--- src/rtl/pair_shift_pkg.sv ---
package pair_shift_pkg;

  // Field layout of the shift word; the count sits at the bottom so that
  // address modification can reach it.
  localparam int CNT_W   = 9;
  localparam int CNT_LSB = 0;
  localparam int UNS_BIT = 9;
  localparam int PC_LSB  = 10;

  typedef enum logic [1:0] {
    PC_NONE  = 2'b00,
    PC_UPPER = 2'b01,
    PC_LOWER = 2'b10,
    PC_BOTH  = 2'b11
  } preclr_e;

  typedef struct packed {
    preclr_e          pc;
    logic             uns;
    logic             right;
    logic [CNT_W-1:0] mag;
  } shift_ctl_t;

endpackage

--- src/rtl/pshift_decode.sv ---
module pshift_decode
  import pair_shift_pkg::*;
(
  input  logic [CNT_W-1:0] cnt_field,
  input  logic             uns_field,
  input  logic [1:0]       pc_field,
  output shift_ctl_t       ctl
);

  logic [CNT_W-1:0] neg_cnt;

  always_comb begin
    neg_cnt   = (~cnt_field) + {{(CNT_W-1){1'b0}}, 1'b1};
    ctl.pc    = preclr_e'(pc_field);
    ctl.uns   = uns_field;
    ctl.right = cnt_field[CNT_W-1];
    // magnitude is unsigned; the most negative count maps to 2**(CNT_W-1)
    ctl.mag   = cnt_field[CNT_W-1] ? neg_cnt : cnt_field;
  end

endmodule

--- src/rtl/pshift_preclear.sv ---
module pshift_preclear
  import pair_shift_pkg::*;
#(
  parameter int HALF_W = 15
) (
  input  logic [HALF_W-1:0] up_in,
  input  logic [HALF_W-1:0] lo_in,
  input  preclr_e           pc,
  output logic [HALF_W-1:0] up_out,
  output logic [HALF_W-1:0] lo_out
);

  always_comb begin
    up_out = up_in;
    lo_out = lo_in;
    unique case (pc)
      PC_UPPER: up_out = '0;
      PC_LOWER: lo_out = '0;
      PC_BOTH: begin
        up_out = '0;
        lo_out = '0;
      end
      default: ;
    endcase
  end

endmodule

--- src/rtl/pshift_barrel.sv ---
module pshift_barrel #(
  parameter int PAIR_W = 30,
  parameter int MAG_W  = 9
) (
  input  logic [PAIR_W-1:0] x,
  input  logic              right,
  input  logic              arith,
  input  logic [MAG_W-1:0]  mag,
  output logic [PAIR_W-1:0] y
);

  localparam int STG = $clog2(PAIR_W);

  logic              fill;
  logic              sat;
  logic [PAIR_W-1:0] x_or;
  logic [PAIR_W-1:0] stg [STG+1];
  logic [PAIR_W-1:0] y_r;
  logic [PAIR_W-1:0] y_or;

  assign fill = right & arith & x[PAIR_W-1];
  assign sat  = (mag >= MAG_W'(PAIR_W));

  // Left shifts run through the same right-shifting network on a
  // bit-reversed copy.
  genvar i;
  generate
    for (i = 0; i < PAIR_W; i++) begin : g_rev
      assign x_or[i] = right ? x[i] : x[PAIR_W-1-i];
      assign y[i]    = right ? y_r[i] : y_r[PAIR_W-1-i];
    end
  endgenerate

  assign stg[0] = x_or;

  genvar k;
  generate
    for (k = 0; k < STG; k++) begin : g_stage
      localparam int SH = 1 << k;
      if (SH < PAIR_W) begin : g_sh
        assign stg[k+1] = mag[k] ? {{SH{fill}}, stg[k][PAIR_W-1:SH]} : stg[k];
      end else begin : g_full
        assign stg[k+1] = mag[k] ? {PAIR_W{fill}} : stg[k];
      end
    end
  endgenerate

  assign y_or = stg[STG];
  assign y_r  = sat ? {PAIR_W{fill}} : y_or;

endmodule

--- src/rtl/pair_shifter.sv ---
module pair_shifter
  import pair_shift_pkg::*;
#(
  parameter int REG_W  = 16,
  parameter int HALF_W = 15,
  parameter int WORD_W = 19
) (
  input  logic              clk,
  input  logic              rst,
  input  logic              start,
  input  logic [WORD_W-1:0] shift_word,
  input  logic [REG_W-1:0]  a_in,
  input  logic [REG_W-1:0]  l_in,
  output logic [REG_W-1:0]  a_out,
  output logic [REG_W-1:0]  l_out,
  output logic              done
);

  localparam int PAIR_W = 2 * HALF_W;

  shift_ctl_t        ctl;
  logic [HALF_W-1:0] a_c;
  logic [HALF_W-1:0] l_c;
  logic [PAIR_W-1:0] pair_y;
  logic              unused_bits;

  assign unused_bits = ^{shift_word[WORD_W-1:PC_LSB+2], a_in[REG_W-1:HALF_W], l_in[REG_W-1:HALF_W]};

  pshift_decode u_dec (
    .cnt_field (shift_word[CNT_LSB +: CNT_W]),
    .uns_field (shift_word[UNS_BIT]),
    .pc_field  (shift_word[PC_LSB +: 2]),
    .ctl       (ctl)
  );

  pshift_preclear #(.HALF_W(HALF_W)) u_clr (
    .up_in  (a_in[HALF_W-1:0]),
    .lo_in  (l_in[HALF_W-1:0]),
    .pc     (ctl.pc),
    .up_out (a_c),
    .lo_out (l_c)
  );

  pshift_barrel #(.PAIR_W(PAIR_W), .MAG_W(CNT_W)) u_bar (
    .x     ({a_c, l_c}),
    .right (ctl.right),
    .arith (~ctl.uns),
    .mag   (ctl.mag),
    .y     (pair_y)
  );

  always_ff @(posedge clk) begin
    if (rst) begin
      a_out <= '0;
      l_out <= '0;
      done  <= 1'b0;
    end else begin
      done <= start;
      if (start) begin
        a_out <= {{(REG_W-HALF_W){pair_y[PAIR_W-1]}}, pair_y[PAIR_W-1:HALF_W]};
        l_out <= {{(REG_W-HALF_W){pair_y[HALF_W-1]}}, pair_y[HALF_W-1:0]};
      end
    end
  end

  AST_DONE_FOLLOWS: assert property (@(posedge clk) disable iff (rst) start |=> done);
  AST_DONE_ONLY: assert property (@(posedge clk) disable iff (rst) !start |=> !done);
  AST_HOLD_IDLE: assert property (@(posedge clk) disable iff (rst) !start |=> ($stable(a_out) && $stable(l_out)));
  AST_CLEAR_BOTH: assert property (@(posedge clk) disable iff (rst) (start && shift_word[PC_LSB +: 2] == 2'b11) |=> (a_out == '0 && l_out == '0));
  AST_SAT_ZERO: assert property (@(posedge clk) disable iff (rst) (start && ctl.mag >= CNT_W'(PAIR_W) && (!ctl.right || ctl.uns)) |=> (a_out == '0 && l_out == '0));
  AST_ZERO_COUNT: assert property (@(posedge clk) disable iff (rst) (start && shift_word[CNT_LSB +: CNT_W] == '0 && shift_word[PC_LSB +: 2] == 2'b00) |=> (a_out[HALF_W-1:0] == $past(a_in[HALF_W-1:0]) && l_out[HALF_W-1:0] == $past(l_in[HALF_W-1:0])));

endmodule

--- config.mk ---
export PLATFORM = sky130hd
export DESIGN_NAME = pair_shifter
export DESIGN_NICKNAME = d
export VERILOG_FILES = /design/src/rtl/pair_shift_pkg.sv /design/src/rtl/pshift_decode.sv /design/src/rtl/pshift_preclear.sv /design/src/rtl/pshift_barrel.sv /design/src/rtl/pair_shifter.sv
export SDC_FILE = /design/constraint.sdc
export NUM_CORES = 1
export LEC_CHECK = 0
export BUFFER_PORTS_ARGS = -buffer_cell sky130_fd_sc_hd__buf_2
export CAP_MARGIN = 0
export CORE_ASPECT_RATIO = 1.5
export CORE_UTILIZATION = 57
export CTS_CLUSTER_DIAMETER = 200
export DETAILED_ROUTE_END_ITERATION = 10
export PLACE_DENSITY = 0.92
export SKIP_LAST_GASP = 1
export SLEW_MARGIN = 40
export SYNTH_ARGS = -nofsm -noshare
export SYNTH_HDL_FRONTEND = slang
export SYNTH_SLANG_ARGS = --single-unit
--- constraint.sdc ---
create_clock -name clk -period 4.2 [get_ports clk]
set_clock_uncertainty 0.05 [all_clocks]
set_input_delay 0.21 -clock clk [delete_from_list [all_inputs] [get_ports clk]]
set_output_delay 0.21 -clock clk [all_outputs]
set_load 0.01 [all_outputs]
; ---- Yosys cells after proc, flatten, opt, wreduce, memory -nomap -nowiden
; Index checks and enable logic that the tools add are counted.
[word_totals]
out_inout_bits = 33
wordCells = 83
in_bits = 54
reg_bits = 31
[classes]
n_mux = 69
n_lt_le_gt_ge = 1
addsub = 1
reduce_logical = 2
eq_ne = 3
bitwise_logic = 4
[op_table]
columns = cell, count
row1 = $mux W30, 6
row2 = $mux W1, 60
row3 = $mux W15, 2
row4 = $add A9 B1 Y9 const B, 1
row5 = $ge A9 B5 Y1 const B, 1
row6 = $mux W9, 1
row7 = $not A9 Y9, 1
row8 = $eq A2 B2 Y1 const B, 2
row9 = $reduce_or A2 Y1, 2
row10 = $and A1 B1 Y1, 2
row11 = $eq A2 B1 Y1 const B, 1
row12 = $not A1 Y1, 1

; ---- Logic depth before layout (Yosys ltp)
[depth]
depth_word = 11
ltp_mapped = 13

; ---- Hierarchy
; From an unflattened synthesis, not the netlist that was laid out.
[unflattened]
cells_unflattened = 603
area_unflattened_um2 = 4966.0
[modules_own_cells]
columns = module, seq_area_each_um2, area_each_um2, cells_per_inst, instances
row1 = pshift_barrel, 0.0, 3350.7, 441, 1
row2 = pair_shifter, 620.6, 1141.1, 102, 1
row3 = pshift_preclear, 0.0, 265.3, 32, 1
row4 = pshift_decode, 0.0, 209.0, 28, 1

; ---- Least setup slack after synthesis
; No wires, ideal clock.
[synth_path]
kind = input -> register
from = input shift_word[0]
to = register l_out[8]
path_slack_ps = 1028
path_buffers = 3
cell_stages = 12
setup_ps = 88
t_required_ps = 4062
arrival_ps = 3034
cell_sequence = buf_2 > inv_2 > clkbuf_1 > ha_1 > buf_2 > nand2_1 > o22ai_1 > or2_2 > mux4_2 > a211oi_1 > nand2_1 > a311oi_2
[synth_between]
elab_chain_cells = 10
elab_cells_between_ends = 11
classes_between = 1 x add/sub / 1 x order compare / 8 x mux / 1 x bitwise
[synth_lines]
columns = item, line_no
row1 = "start, declared", pair_shifter.sv:11  ; input logic [WORD_W-1:0] shift_word,
row2 = $not A9 Y9, pshift_decode.sv:13  ; neg_cnt = (~cnt_field) + {{(CNT_W-1){1'b0}}, 1'b1};
row3 = $add A9 B1 Y9, pshift_decode.sv:13
row4 = $mux W9 (*), pshift_decode.sv:18  ; ctl.mag = cnt_field[CNT_W-1] ? neg_cnt : cnt_field;
row5 = "parallel branches: the longest is 5 deep, another holds $ge A9 B5 Y1", n/a
row6 = $mux W30 (*), pshift_barrel.sv:49  ; assign y_r = sat ? {PAIR_W{fill}} : y_or;
row7 = $mux W1 (*), pshift_barrel.sv:30  ; assign y[i] = right ? y_r[i] : y_r[PAIR_W-1-i];
row8 = "end signal, assigned", pair_shifter.sv:61  ; l_out <= {{(REG_W-HALF_W){pair_y[HALF_W-1]}}, pair_y[HALF_W-1:0]};
row9 = "end, declared", pair_shifter.sv:15  ; output logic [REG_W-1:0] l_out,
; Every way passes the cells marked *.
; A chain may end at the register's enable or synchronous reset.

; ---- Worst setup path in the final report
[layout_path]
from = input shift_word[1]
to = register a_out[7]
[layout_between]
elab_chain_cells = 9
elab_cells_between_ends = 10
classes_between = 1 x add/sub / 1 x order compare / 7 x mux / 1 x bitwise
[layout_lines]
columns = item, line_no
row1 = $not A9 Y9, pshift_decode.sv:13
row2 = $add A9 B1 Y9, pshift_decode.sv:13
row3 = $mux W9 (*), pshift_decode.sv:18
row4 = "parallel branches: the longest is 4 deep, another holds $ge A9 B5 Y1", n/a
row5 = $mux W30 (*), pshift_barrel.sv:49
row6 = $mux W1 (*), pshift_barrel.sv:30
row7 = "end signal, assigned", pair_shifter.sv:60  ; a_out <= {{(REG_W-HALF_W){pair_y[PAIR_W-1]}}, pair_y[PAIR_W-1:HALF_W]};
row8 = "end, declared", pair_shifter.sv:14  ; output logic [REG_W-1:0] a_out,
; Marked as above.

==> results.sh <==
export IMPL_status="finished clean"
export IMPL_cp_start_kind="input port"
export IMPL_initial_core_util_pct=59.26
export IMPL_grt_max_degree=48
export IMPL_power_per_cell_area_mw_per_mm2=245.2
export IMPL_critical_path_cell_chain="buf_2 > inv_1 > ha_1 > nand2b_1 > o22ai_1 > or2_2 > mux4_2 > o21ai_0 > o22ai_1 > a311oi_1"
export IMPL_clk_latency_ns=0.29
export IMPL_async_reset_ff_share_pct=0
export IMPL_diodes=0
export IMPL_synth_seq_cells=31
export IMPL_seq_area_frac_synth_pct=14.30
export IMPL_wl_per_cell_um=21.88
export IMPL_cts_sinks=31
export IMPL_layout_common_cells="77 x buf_2, 46 x o22ai_1, 39 x nor3_1"
export IMPL_cp_common_cell="o22ai_1"
export IMPL_wl_met3_um=1477
export IMPL_clk_path_buf_depth=2
export IMPL_cp_required_ns=4.33
export IMPL_via_count=5420
export IMPL_relSlewSlack_pct=51.67
export IMPL_via_per_inst=7.374
export IMPL_dr_first_iter_drc_count=790
export IMPL_final_fill_count=692
export IMPL_ir_drop_mv=0.1997
export IMPL_synth_warnings=0
export IMPL_period_share_pct=86.52
export IMPL_cts_htree_levels=2
export IMPL_synth_edf_count=0
export IMPL_worst_pin_slew_ns=0.7206
export IMPL_final_antenna_net_count=0
export IMPL_worst_ep_arrival_time_ns=3.76
export IMPL_path_buf_inv=2
export IMPL_drt_pass1_iter_count=6
export IMPL_top_layer_used="met4"
export IMPL_setup_viol=0
export IMPL_dpl_hpwl_um=11960
export IMPL_die_area_mm2=0.007973
export IMPL_rsz0062_at_grt="false"
export IMPL_rows=38
export IMPL_critPathKind="input port to register"
export IMPL_portBuffers=77
export IMPL_grt_util_all_layers_pct=42.48
export IMPL_grt_overflow_total=0
export IMPL_p_leak_nw=1.815
export IMPL_avgSynthCellArea_um2=7.280
export IMPL_cts_resized_gates=0
export IMPL_ctsHoldBuffers=0
export IMPL_ioPinCount=87
export IMPL_max_stage_delay_ns=0.56
export IMPL_grt_first_pass_wirelength_um=26030
export IMPL_routed_wirelength_um=16080
export IMPL_syn_num_nets=652
export IMPL_fmax_mhz=275.2
export IMPL_globalplace_congestion=0.9843
export IMPL_die_h_um=108.9
export IMPL_synth_ff_type="dfxtp_1"
export IMPL_wl_met1_um=5839
export IMPL_core_mm2=0.007322
export IMPL_yosysUniqueCellTypes=76
export IMPL_final_nets=690
export IMPL_cts_made_buffers=5
export IMPL_grt_pass1_vias=4972
export IMPL_path_max_fanout=23
export IMPL_die_width_um=73.24
export IMPL_slowest_stage="nand2b_1"
export IMPL_cts_tree="built"
export IMPL_crit_family="compound AO/OA/AOI/OAI gates"
export IMPL_layout_commonest_cell="buf_2"
export IMPL_dp_cells=727
export IMPL_hp_class="input port to register"
export IMPL_syn_to_final_growth_pct=10.73
export IMPL_drive_gt1_share_pct=22.99
export IMPL_antenna_found_initial=0
export IMPL_drc=0
export IMPL_finalNonFillerCells=735
export IMPL_period_needed_ns=3.634
export IMPL_tns_ns=0
export IMPL_cts_root_buffer="clkbuf_8"
export IMPL_wl_met2_um=7744
export IMPL_end_kind="register"
export IMPL_syn_cell_area_mm2=0.004339
export IMPL_postSynthCellCount=596
export IMPL_cts_setup_buffers=0
export IMPL_maxCapViolations=0
export IMPL_maxSlewViolCount=0
export IMPL_hold_violations=0
export IMPL_clk_pin_slew_worst_paths_ns=0.06
-- final cells by class --
type | count | area, µm² | share of cell area, %
well taps | 100 | 125.1 | 2.604
repair buffers | 91 | 490.5 | 10.21
flip-flops and latches | 31 | 620.6 | 12.92
inverters | 7 | 26.28 | 0.5469
multi-input cells | 498 | 3442 | 71.64
clock buffers | 8 | 100.1 | 2.083
-- cells in the mapped netlist (5+ instances only) --
cell	instances	share of area, %
and3_1	5	0.72
nand3_1	13	1.5
mux4_2	8	4.2
nor2_1	32	2.8
nand2b_1	10	1.4
o22ai_1	46	6.6
buf_2	19	2.2
dfxtp_1	31	14
o22a_1	6	1.2
a311oi_1	5	1.0
or2_2	11	1.6
nand2_1	32	2.8
o211ai_1	12	2.1
nor4_1	15	2.2
nor2b_1	29	4.2
inv_1	6	0.52
o32a_1	5	1.2
nor3_1	39	4.5
o221ai_1	10	2.0
a21oi_1	38	4.4
clkbuf_1	27	2.3
a31oi_1	8	1.2
a211oi_1	19	3.3
mux2i_1	31	7.2
o21ai_0	36	4.2
buf_4	5	0.87
-- cell families (layout without fill, tap and decap cells) --
group	after synthesis	after routing	share of synthesized area, %
flip-flops	31	31	14.30
buffers and inverters	67	106	7.353
AND/OR/NAND/NOR	219	219	27.62
multiplexers	43	43	12.34
adder cells (fa/ha/maj)	2	2	0.5766
AO/OA/AOI/OAI	228	228	36.59
XOR/XNOR	6	6	1.211
-- report_power, final --
group	total (mW)	switching, mW	internal [mW]
Sequential	0.320	0.00896	0.311
Clock	0.258	0.108	0.149
Combinational	0.601	0.383	0.217
-- through the flow --
step	worst slack, ns	util, %	total power [mW]	area [µm²]	hold WS, ns
6_report	0.5661	65.62	1.178	4805	0.3361
5_1_grt	0.3882	65.62	1.232	4805	0.3795
4_1_cts	0.7010	65.38	1.148	4787	0.3324
3_5_place_dp	0.4133	64.01	0.8962	4687	0.3970
3_3_place_gp	0.6034	63.98	0.8831	4684	0.3839
2_1_floorplan	1.028	-	0.7341	4339	0.4332
-- layer usage --
| metal | vias up | track usage [%] |
|---|---|---|
| li1 | 2430 | - |
| met4 | 0 | 27.31 |
| met3 | 89 | 10.63 |
| met1 | 2472 | 48.01 |
| met5 | - | 0 |
| met2 | 429 | 70.04 |
-- sequential cells by signal, summed over array words and instances (netlist names) --
signal,count
l_out,15
done,1
a_out,15
-- final timing paths --
| path | slack (ns) | to | start | depth (start not counted) |
|---|---|---|---|---|
| worst max-delay path | 0.57 | a_out[7] | shift_word[1] | 10 |
| worst min-delay path | 0.34 | l_out[5] | rst | 2 |
| worst max register to register | 3.23 | l_out[0] | l_out[0] | 4 |
| worst min register to register | 0.41 | l_out[10] | l_out[10] | 2 |
No activity file was read; power rests on OpenSTA's default activity.
